File: config.mk
export PLATFORM = sky130hd
export DESIGN_NAME = burst_wait_gen
export DESIGN_NICKNAME = d
export VERILOG_FILES = /design/src/rtl/bwg_pkg.sv /design/src/rtl/bwg_refresh.sv /design/src/rtl/bwg_seq.sv /design/src/rtl/bwg_align.sv /design/src/rtl/burst_wait_gen.sv
export SDC_FILE = /design/constraint.sdc
export NUM_CORES = 1
export LEC_CHECK = 0
export CAP_MARGIN = 20
export CORE_UTILIZATION = 29
export CTS_CLUSTER_DIAMETER = 60
export DETAILED_ROUTE_END_ITERATION = 6
export DONT_BUFFER_PORTS = 1
export PLACE_DENSITY = 0.5
export SKIP_LAST_GASP = 1
export SLEW_MARGIN = 20
export SYNTH_ARGS = -nofsm -noshare
export SYNTH_HDL_FRONTEND = slang
export SYNTH_HIERARCHICAL = 1
export SYNTH_SLANG_ARGS = --single-unit
File: constraint.sdc
create_clock -name clk -period 4.1 [get_ports clk]
set_clock_uncertainty 0.2 [all_clocks]
set_input_delay 0 -clock clk [delete_from_list [all_inputs] [get_ports clk]]
set_output_delay 0 -clock clk [all_outputs]
set_load 0.005 [all_outputs]
File: src/rtl/bwg_pkg.sv
package bwg_pkg;

    typedef enum logic {
        DIR_RD = 1'b0,
        DIR_WR = 1'b1
    } dir_e;

    typedef struct packed {
        logic active;
        logic stall;
        logic xfer;
        dir_e dir;
        logic row_busy;
        logic row_start;
    } seq_stat_t;

    function automatic int unsigned clamp_lat(input int unsigned req,
                                              input int unsigned lo,
                                              input int unsigned hi);
        if (req < lo) return lo;
        if (req > hi) return hi;
        return req;
    endfunction

endpackage

File: src/rtl/bwg_refresh.sv
module bwg_refresh #(
    parameter int unsigned REF_CYC = 4
) (
    input  logic clk,
    input  logic rst,
    input  logic ref_req,
    input  logic can_start,
    output logic ref_busy
);
    localparam int unsigned RF_W = $clog2(REF_CYC + 1);

    logic [RF_W-1:0] cnt;
    logic            pend;

    assign ref_busy = (cnt != '0);

    always_ff @(posedge clk) begin
        if (rst) begin
            cnt  <= '0;
            pend <= 1'b0;
        end else if (cnt != '0) begin
            cnt <= cnt - 1'b1;
            if (ref_req) pend <= 1'b1;
        end else if ((pend || ref_req) && can_start) begin
            cnt  <= RF_W'(REF_CYC);
            pend <= 1'b0;
        end else if (ref_req) begin
            pend <= 1'b1;
        end
    end


    ref_gate_chk: assert property (@(posedge clk) disable iff (rst)
        $rose(ref_busy) |-> $past(can_start));


    ref_hold_chk: assert property (@(posedge clk) disable iff (rst)
        (ref_req && !can_start && !ref_busy) |=> !ref_busy);

endmodule

File: src/rtl/bwg_seq.sv
module bwg_seq
    import bwg_pkg::*;
#(
    parameter int unsigned ADDR_W    = 16,
    parameter int unsigned ROW_BITS  = 7,
    parameter int unsigned LAT_W     = 3,
    parameter int unsigned LAT_MIN   = 2,
    parameter int unsigned LAT_MAX   = 6,
    parameter int unsigned ROW_STALL = 2
) (
    input  logic              clk,
    input  logic              rst,
    input  logic              ce_n,
    input  logic              adv_n,
    input  logic              we_n,
    input  logic [ADDR_W-1:0] start_addr,
    input  logic [LAT_W-1:0]  latency,
    input  logic              ref_busy,
    output seq_stat_t         stat,
    output logic [ADDR_W-1:0] col,
    output logic              corrupt
);
    localparam int unsigned RS_W = $clog2(ROW_STALL + 1);

    logic             active;
    logic [LAT_W-1:0] lat_cnt;
    logic [RS_W-1:0]  row_cnt;
    dir_e             dir;
    logic [LAT_W-1:0] lat_load;
    logic             stall, xfer, row_end, row_start;

    assign lat_load  = LAT_W'(clamp_lat(32'(latency), LAT_MIN, LAT_MAX) - 1);
    assign stall     = active && (lat_cnt != '0 || row_cnt != '0 || ref_busy);
    assign xfer      = active && !stall;
    assign row_end   = &col[ROW_BITS-1:0];
    assign row_start = xfer && !ce_n && row_end;

    always_comb begin
        stat           = '0;
        stat.active    = active;
        stat.stall     = stall;
        stat.xfer      = xfer;
        stat.dir       = dir;
        stat.row_busy  = (row_cnt != '0);
        stat.row_start = row_start;
    end

    always_ff @(posedge clk) begin
        if (rst) begin
            active  <= 1'b0;
            lat_cnt <= '0;
            row_cnt <= '0;
            col     <= '0;
            dir     <= DIR_RD;
            corrupt <= 1'b0;
        end else begin
            corrupt <= active && ce_n && stall;
            if (!active) begin
                if (!ce_n && !adv_n) begin
                    active  <= 1'b1;
                    col     <= start_addr;
                    lat_cnt <= lat_load;
                    row_cnt <= '0;
                    dir     <= we_n ? DIR_RD : DIR_WR;
                end
            end else if (ce_n) begin
                active  <= 1'b0;
                lat_cnt <= '0;
                row_cnt <= '0;
            end else if (xfer) begin
                col <= col + ADDR_W'(1);
                if (row_end) row_cnt <= RS_W'(ROW_STALL);
            end else begin
                if (lat_cnt != '0 && !ref_busy) lat_cnt <= lat_cnt - 1'b1;
                if (row_cnt != '0) row_cnt <= row_cnt - 1'b1;
            end
        end
    end


    abort_flag_chk: assert property (@(posedge clk) disable iff (rst)
        (active && ce_n && stall) |=> corrupt);


    end_cause_chk: assert property (@(posedge clk) disable iff (rst)
        $fell(active) |-> $past(ce_n));


    col_step_chk: assert property (@(posedge clk) disable iff (rst)
        (xfer && !ce_n) |=> (col == $past(col) + ADDR_W'(1)));


    col_hold_chk: assert property (@(posedge clk) disable iff (rst)
        (active && !ce_n && !xfer) |=> $stable(col));


    row_stall_chk: assert property (@(posedge clk) disable iff (rst)
        row_start |=> stall);

endmodule

File: src/rtl/bwg_align.sv
module bwg_align
    import bwg_pkg::*;
#(
    parameter int unsigned ADDR_W = 16
) (
    input  logic              clk,
    input  logic              rst,
    input  logic              wait_align,
    input  logic              wait_hi,
    input  logic              stall,
    input  logic              xfer,
    input  dir_e              dir,
    input  logic [ADDR_W-1:0] col,
    output logic              wait_o,
    output logic              rd_stb,
    output logic              wr_stb,
    output logic [ADDR_W-1:0] col_addr
);
    logic              now_rd, now_wr, lag_rd, lag_wr;
    logic [ADDR_W-1:0] lag_col;

    assign now_rd = xfer && (dir == DIR_RD);
    assign now_wr = xfer && (dir == DIR_WR);

    always_ff @(posedge clk) begin
        if (rst) begin
            lag_rd  <= 1'b0;
            lag_wr  <= 1'b0;
            lag_col <= '0;
        end else begin
            lag_rd  <= now_rd;
            lag_wr  <= now_wr;
            lag_col <= col;
        end
    end

    assign wait_o   = wait_hi ? stall : !stall;
    assign rd_stb   = wait_align ? now_rd : lag_rd;
    assign wr_stb   = wait_align ? now_wr : lag_wr;
    assign col_addr = wait_align ? col : lag_col;


    lag_stall_chk: assert property (@(posedge clk) disable iff (rst)
        (!wait_align && $past(!wait_align) && $past(stall)) |-> (!rd_stb && !wr_stb));


    one_dir_chk: assert property (@(posedge clk) disable iff (rst)
        $onehot0({rd_stb, wr_stb}));

endmodule

File: src/rtl/burst_wait_gen.sv
module burst_wait_gen
    import bwg_pkg::*;
#(
    parameter int unsigned ADDR_W    = 16,
    parameter int unsigned ROW_BITS  = 7,
    parameter int unsigned LAT_W     = 3,
    parameter int unsigned LAT_MIN   = 2,
    parameter int unsigned LAT_MAX   = 6,
    parameter int unsigned ROW_STALL = 2,
    parameter int unsigned REF_CYC   = 4
) (
    input  logic              clk,
    input  logic              rst,
    input  logic              ce_n,
    input  logic              adv_n,
    input  logic              we_n,
    input  logic [ADDR_W-1:0] start_addr,
    input  logic [LAT_W-1:0]  latency,
    input  logic              wait_align,
    input  logic              wait_hi,
    input  logic              ref_req,
    output logic              wait_o,
    output logic              rd_stb,
    output logic              wr_stb,
    output logic [ADDR_W-1:0] col_addr,
    output logic              corrupt
);
    seq_stat_t         stat;
    logic [ADDR_W-1:0] col;
    logic              ref_busy;
    logic              can_start;

    assign can_start = !stat.active || stat.row_busy || stat.row_start;

    bwg_refresh #(.REF_CYC(REF_CYC)) u_ref (
        .clk       (clk),
        .rst       (rst),
        .ref_req   (ref_req),
        .can_start (can_start),
        .ref_busy  (ref_busy)
    );

    bwg_seq #(
        .ADDR_W   (ADDR_W),
        .ROW_BITS (ROW_BITS),
        .LAT_W    (LAT_W),
        .LAT_MIN  (LAT_MIN),
        .LAT_MAX  (LAT_MAX),
        .ROW_STALL(ROW_STALL)
    ) u_seq (
        .clk        (clk),
        .rst        (rst),
        .ce_n       (ce_n),
        .adv_n      (adv_n),
        .we_n       (we_n),
        .start_addr (start_addr),
        .latency    (latency),
        .ref_busy   (ref_busy),
        .stat       (stat),
        .col        (col),
        .corrupt    (corrupt)
    );

    bwg_align #(.ADDR_W(ADDR_W)) u_align (
        .clk        (clk),
        .rst        (rst),
        .wait_align (wait_align),
        .wait_hi    (wait_hi),
        .stall      (stat.stall),
        .xfer       (stat.xfer),
        .dir        (stat.dir),
        .col        (col),
        .wait_o     (wait_o),
        .rd_stb     (rd_stb),
        .wr_stb     (wr_stb),
        .col_addr   (col_addr)
    );


    wait_no_data_chk: assert property (@(posedge clk) disable iff (rst)
        (wait_align && (wait_o == wait_hi)) |-> (!rd_stb && !wr_stb));


    idle_quiet_chk: assert property (@(posedge clk) disable iff (rst)
        (!$past(stat.active) && !stat.active) |-> (wait_o != wait_hi));

endmodule

==> results of run 1 <==
per-layer routing:
metal / global-route usage / vias to the layer above / wire [microns]
met5: 0 / - / 0
met2: 0.235 / 51 / 3190
met4: 0.0294 / 0 / 33
li1: - / 1130 / -
met1: 0.199 / 1087 / 3300
met3: 0.0302 / 2 / 306
final cells by class:
type                    instances  area (sq um)
repair buffers                 31           328
fillers                       914          5700
inverters                      20          75.1
multi-input cells             207          1520
well taps                     108           135
clock buffers                   5          68.8
flip-flops and latches         46           921
clock inverters                 3          21.3
per-stage QoR:
stage	instances	setup WS, ns	hold WS, ns
after CTS	420	1.50	0.00861
after floorplan	297	1.89	-0.140
after detailed placement	382	1.53	-0.136
final	420	1.45	0.0191
after global placement	382	1.63	-0.132
after global routing	420	1.20	0.0363
placed cells by master (no fill, tap or decap), types with 2 or more instances in the layout:
cell type / n
a211oi_1: 13
a21oi_1: 14
a22oi_1: 3
a31oi_1: 2
and3_1: 2
buf_12: 2
clkbuf_8: 5
dfxtp_1: 46
dlygate4sd3_1: 28
ha_1: 6
inv_1: 19
mux2_4: 16
mux2i_1: 2
nand2_1: 16
nand2b_1: 2
nand3_1: 8
nand4_1: 6
nor2_1: 12
nor2b_1: 21
nor3_1: 7
nor4_1: 7
o211ai_1: 2
o21a_1: 3
o21ai_0: 8
o221a_2: 3
o22ai_1: 2
o311ai_0: 2
o31a_1: 3
o31ai_1: 3
o32ai_1: 11
o41ai_1: 4
or2_2: 2
or3_1: 4
or4_1: 5
xnor2_1: 2
cell families (layout without fill, tap and decap cells):
logic type	count (synthesis)	count (layout)
AOI/OAI and AO/OA	80	80
buffers and inverters	44	59
and+or+nand+nor	100	100
DFF	46	46
xor gates and xnor gates	3	3
adders and majority gates	6	6
muxes	18	18
worst register-to-register path, cell delays in order, from the launching register on:
cell and delay (ns):
dfxtp_1 0.34, nor2_1 0.10, ha_1 0.28, inv_1 0.09, nand4bb_1 0.41, nor2_1 0.45
o21ai_1 0.34, o32ai_1 0.35
worst paths after layout:
check	depth (start not counted)	start	end	slack [ns]
setup / recovery	7	u_ref/cnt[0]$_SDFFE_PP0P_	u_seq/col[7]$_SDFFE_PP0P_	1.45
hold reg to reg	2	u_seq/lat_cnt[1]$_SDFFE_PP0P_	u_seq/lat_cnt[1]$_SDFFE_PP0P_	0.29
hold / removal	6	latency[2]	u_seq/lat_cnt[1]$_SDFFE_PP0P_	0.02
setup reg to reg	7	u_ref/cnt[0]$_SDFFE_PP0P_	u_seq/col[7]$_SDFFE_PP0P_	1.45
flip-flops by register name (all words and copies together), names as in the netlist:
signal and flops:
u_seq/active 1, u_seq/dir 1, u_align/lag_col 16, u_seq/corrupt 1, u_align/lag_wr 1, u_align/lag_rd 1, u_seq/col 16, u_seq/row_cnt 2
u_ref/cnt 3, u_seq/lat_cnt 3, u_ref/pend 1
power breakdown:
group	internal [mW]	switching, mW	total, mW
clock network	0.120	0.165	0.285
registers	0.482	0.0323	0.514
logic	0.119	0.135	0.254
total	0.722	0.332	1.05
repair_timing:
item,CTS,global route
endpoints found under the setup margin,0,0
endpoints found under the hold margin,65,0
hold buffers,30,0
==> summary.txt, run 1 <==
Critical path
  – Worst setup EP type: register
  – Crit path max fanout: 8
  – Required time of the critical path: 4.10 ns
  – Crit path max-delay family: simple AND/OR/NAND/NOR gates
  – Critical path's largest stage delay: 0.45 ns
  – Crit path cell chain: nor2_1 -> ha_1 -> inv_1 -> nand4bb_1 -> nor2_1 -> o21ai_1 -> o32ai_1
  – Worst Setup Start Kind: register
  – CP Data Arrival Time: 2.65 ns
  – CP bufs+invs: 1
  – Most frequent CP cell: nor2_1
  – Crit-path slowest cell: nor2_1
  – Crit Path Class: register to register

Clocking
  – H-tree Lvls: 2
  – CTS tree: built
  – PostCTS Resize Cnt: 0
  – Root Buffer Master: clkbuf_8
  – CTS Sinks: 46
  – Postcts setup bufs: 0
  – Longest Clk Path Bufs: 2
  – Worst skew pair latency: 0.30 ns
  – Clock buffer count from CTS: 5
  – Worst-path clk slew: 0.09 ns

Logic synthesis
  – Syn Std Cell Area: 2650 sq um
  – Synth Area in Compound Gates: 0.223
  – Post-synthesis mux area share: 0.0983
  – Netlist cell types: 53
  – Synth Register Bits: 46
  – Synth top cells by count: dfxtp_1 (46), nor2b_1 (21), inv_1 (19)
  – Post-synth EDFFs: 0
  – Synth Warn #: 6
  – Synth top area cells: dfxtp_1 (35%), mux2_4 (9.1%), nor2b_1 (5.0%)
  – Cell with the most instances after synthesis: dfxtp_1
  – Async S/R FF share, synth: 0
  – Cells after Synth: 297
  – Mean Syn Cell Area: 8.92 sq um
  – Main combinational cell family by area after synthesis: compound AO/OA/AOI/OAI gates
  – Synth Area in Simple Gates: 0.214
  – XOR/XNOR Fraction of Synth Area: 0.00992
  – Syn Nets: 330
  – Sequential fraction of the synthesis area: 0.348
  – Synth Flop Type: dfxtp_1
  – Top cell type's share of synthesized area: 0.348
  – Leading area contributor after synthesis: dfxtp_1
  – Post-synthesis adder-cell area fraction: 0.0283

Detailed routing
  – Vias: 2,270
  – # DRC: 0
  – Via density: 5.40
  – Remaining antenna violation count: 0
  – Iteration count of the initial detailed-routing pass: 4
  – Initial DRC Count: 116
  – DRT Wirelength: 6830 microns
  – WL per Instance: 16.3 microns

Global routing
  – Vias in the first global route: 2,229
  – Pin count of the biggest net entering global routing: 49
  – Total GRT Usage: 0.145
  – GR Overflow Total: 0
  – Initial antenna violation count: 0
  – First-pass GRT wire length: 11,400 microns

Timing
  – Final Cycle Share: 0.647
  – Max Fclk: 0.377 GHz
  – Post-route setup TNS: 0 ns
  – RSZ-0062 raised after global routing: no
  – Hold Violations, Final: 0
  – Final setup violation count: 0
  – Slew headroom: 0.355
  – Max-slew violations: 0
  – Worst-margin pin slew: 0.964 ns
  – Min Tclk post-route: 2.65 ns

Placed design
  – Port Buffers: 0
  – Cell Area, Placed: 2660 sq um
  – Post-DP HPWL: 4390 microns
  – GPL Wtd Cong: 0.767

Die
  – Die ar.: 9520 sq um
  – Core Box Area: 8760 sq um
  – Row count: 34
  – Die H: 97.6 microns
  – DIE WIDTH: 97.6 microns
  – Top-Level Pins: 47
  – Initial Util: 0.302

Pwr
  – PD cells: 343 nW/um^2
  – LEAKAGE: 1.08 nW
  – Peak VDD IR: 196 uV
  – Overall power: 1.05 mW

Run
  – Max-Cap Viols: 0

Cells and area
  – Area grow syn2layout: 15.8%
  – Final core occ: 0.350
  – Ant diodes: 0
  – Post-layout instance area: 3070 sq um
  – Layout Nets: 344
  – Layout cells sized above 1: 0.125

Status
  – Outcome: finished, final reports clean

Hold path
  – HP Class: primary input to register
Power figures use the tool's default switching activity.
==> inputs of run 2 (changes only) <==
PLACE_DENSITY = 0.51   (was 0.5)
clock period = 2.4 ns   (was 4.1 ns; I/O delays follow)
==> summary.txt, run 2 (same netlist as run 1, synthesis figures left out) <==
Status
  – Outcome: finished, final reports clean

Critical path
  – Crit path max fanout: 6 (-2)
  – Crit Path Class: register to register
  – Worst Setup Start Kind: register
  – Required time of the critical path: 2.44 ns (-1.66 ns)
  – Worst setup EP type: register
  – CP Data Arrival Time: 2.29 ns (-0.36 ns)

Detailed routing
  – Iteration count of the initial detailed-routing pass: 5 (+1)
  – Via density: 5.34 (-1.2%)
  – DRT Wirelength: 6750 microns (-1.2%)
  – Remaining antenna violation count: 0 (unchanged)
  – WL per Instance: 15.6 microns (-3.7%)
  – Vias: 2,302 (+1.4%)
  – # DRC: 0 (unchanged)
  – Initial DRC Count: 105 (-9.5%)

Global routing
  – Vias in the first global route: 2,253 (+1.1%)
  – Pin count of the biggest net entering global routing: 49 (unchanged)
  – Total GRT Usage: 0.149 (+0.00393)
  – GR Overflow Total: 0 (unchanged)
  – GR Layer Usage met3: 0.0295 (-0.000719)
  – First-pass GRT wire length: 11,600 microns (+2.3%)
  – Grt met2 use: 0.232 (-0.00323)
  – Busiest grt layer: met2
  – Initial antenna violation count: 0 (unchanged)
  – Met1 Use GR: 0.209 (+0.00962)

Timing
  – Hold Violations, Final: 0 (unchanged)
  – Max Fclk: 0.444 GHz (+18%)
  – Slew headroom: 0.381 (+0.0259)
  – RSZ-0062 raised after global routing: no
  – Post-route setup TNS: 0 ns (unchanged)
  – Final setup violation count: 0 (unchanged)
  – Final Cycle Share: 0.938 (+0.291)
  – Worst-margin pin slew: 0.929 ns (-0.0356 ns)
  – Hold_ws: 0.0241 ns (+0.00499 ns)
  – Max-slew violations: 0 (unchanged)
  – Min Tclk post-route: 2.25 ns (-0.401 ns)
  – Final WS setup: 0.149 ns (-1.30 ns)

Die
  – Top-Level Pins: 47 (unchanged)
  – Initial Util: 0.302 (unchanged)
  – DIE WIDTH: 97.6 microns (unchanged)
  – Row count: 34 (unchanged)
  – Die ar.: 9520 sq um (unchanged)
  – Die H: 97.6 microns (unchanged)
  – Core Box Area: 8760 sq um (unchanged)

Placed design
  – Place WS: 0.221 ns (-1.31 ns)
  – Cell Area, Placed: 2750 sq um (+3.4%)
  – Post-DP HPWL: 4590 microns (+4.7%)
  – GPL Wtd Cong: 0.776 (+1.1%)
  – Port Buffers: 0 (unchanged)

Cells and area
  – Ant diodes: 0 (unchanged)
  – Commonest non-fill, non-tap cell in the layout: dfxtp_1
  – Layout Nets: 355 (+3.2%)
  – Commonest non-fill, non-tap cells in the layout: dfxtp_1 (45), dlygate4sd3_1 (26), nor2b_1 (21)
  – Area grow syn2layout: 18.9%
  – Biggest regs: u_align/lag_col: 16 flops, u_seq/col: 16 flops
  – Layout cells sized above 1: 0.161 (+0.0360)
  – Post-layout instance area: 3150 sq um (+2.7%)

Clocking
  – Worst skew pair latency: 0.30 ns (about the same)
  – Worst-path clk slew: 0.09 ns (about the same)
  – Longest Clk Path Bufs: 2 (unchanged)
  – CTS tree: built
  – CTS Sinks: 46 (unchanged)
  – Clock buffer count from CTS: 5 (unchanged)
  – Postcts setup bufs: 0 (unchanged)
  – H-tree Lvls: 2 (unchanged)
  – Root Buffer Master: clkbuf_8

Hold path
  – HP Class: primary input to register

Pwr
  – LEAKAGE: 1.14 nW (+5.7%)
  – PD cells: 582 nW/um^2 (+69%)
  – Peak VDD IR: 254 uV (+30%)

Run
  – Max-Cap Viols: 0 (unchanged)
## run 2: final timing paths
| kind | from | cells past startpoint | endpoint | slack (ns) |
|---|---|---|---|---|
| max | u_seq/active$_SDFF_PP0_ | 6 | u_seq/lat_cnt[2]$_SDFFE_PP0P_ | 0.15 |
| min reg2reg | u_seq/row_cnt[1]$_SDFFE_PP0P_ | 2 | u_seq/row_cnt[1]$_SDFFE_PP0P_ | 0.29 |
| min | adv_n | 4 | u_seq/col[10]$_SDFFE_PP0P_ | 0.02 |
| max reg2reg | u_seq/active$_SDFF_PP0_ | 6 | u_seq/lat_cnt[2]$_SDFFE_PP0P_ | 0.15 |
## run 2: cell type report
cell class	instances	area (sq um)
fillers	926	5610
well taps	108	135
multi-input cells	207	1520
inverters	20	75.1
clock buffers	5	68.8
flip-flops and latches	46	922
repair buffers	42	410
clock inverters	3	21.3
## run 2: timing repair
action	CTS	global route
hold buffers	29	0
endpoints found under the hold margin	65	0
gates resized for setup	0	2
endpoints found under the setup margin	0	3
## run 2: per-layer routing
metal,up-vias,share of wire
li1,1147,-
met1,1086,0.48
met2,60,0.46
met3,9,0.047
met4,0,0.010
met5,-,0
## run 2: critical path: stages (launching register included)
cell and delay, ns:
dfxtp_2 0.38, inv_2 0.08, o21ai_0 0.08, dlygate4sd3_1 0.65, nand3_1 0.09, dlygate4sd3_1 0.57, a21oi_1 0.14
## run 2: power by group
part | total, mW | internal [mW] | switching [mW]
combinational | 0.470 | 0.238 | 0.232
clock | 0.487 | 0.205 | 0.282
sequential | 0.875 | 0.824 | 0.0511
total | 1.83 | 1.27 | 0.565
## run 2: through the flow
step           utilization  instances  power, mW
6_report             0.360        431       1.83
2_1_floorplan            -        297       1.21
3_5_place_dp         0.313        394       1.29
4_1_cts              0.359        431       1.86
3_3_place_gp         0.313        394       1.28
5_1_grt              0.360        431       1.95
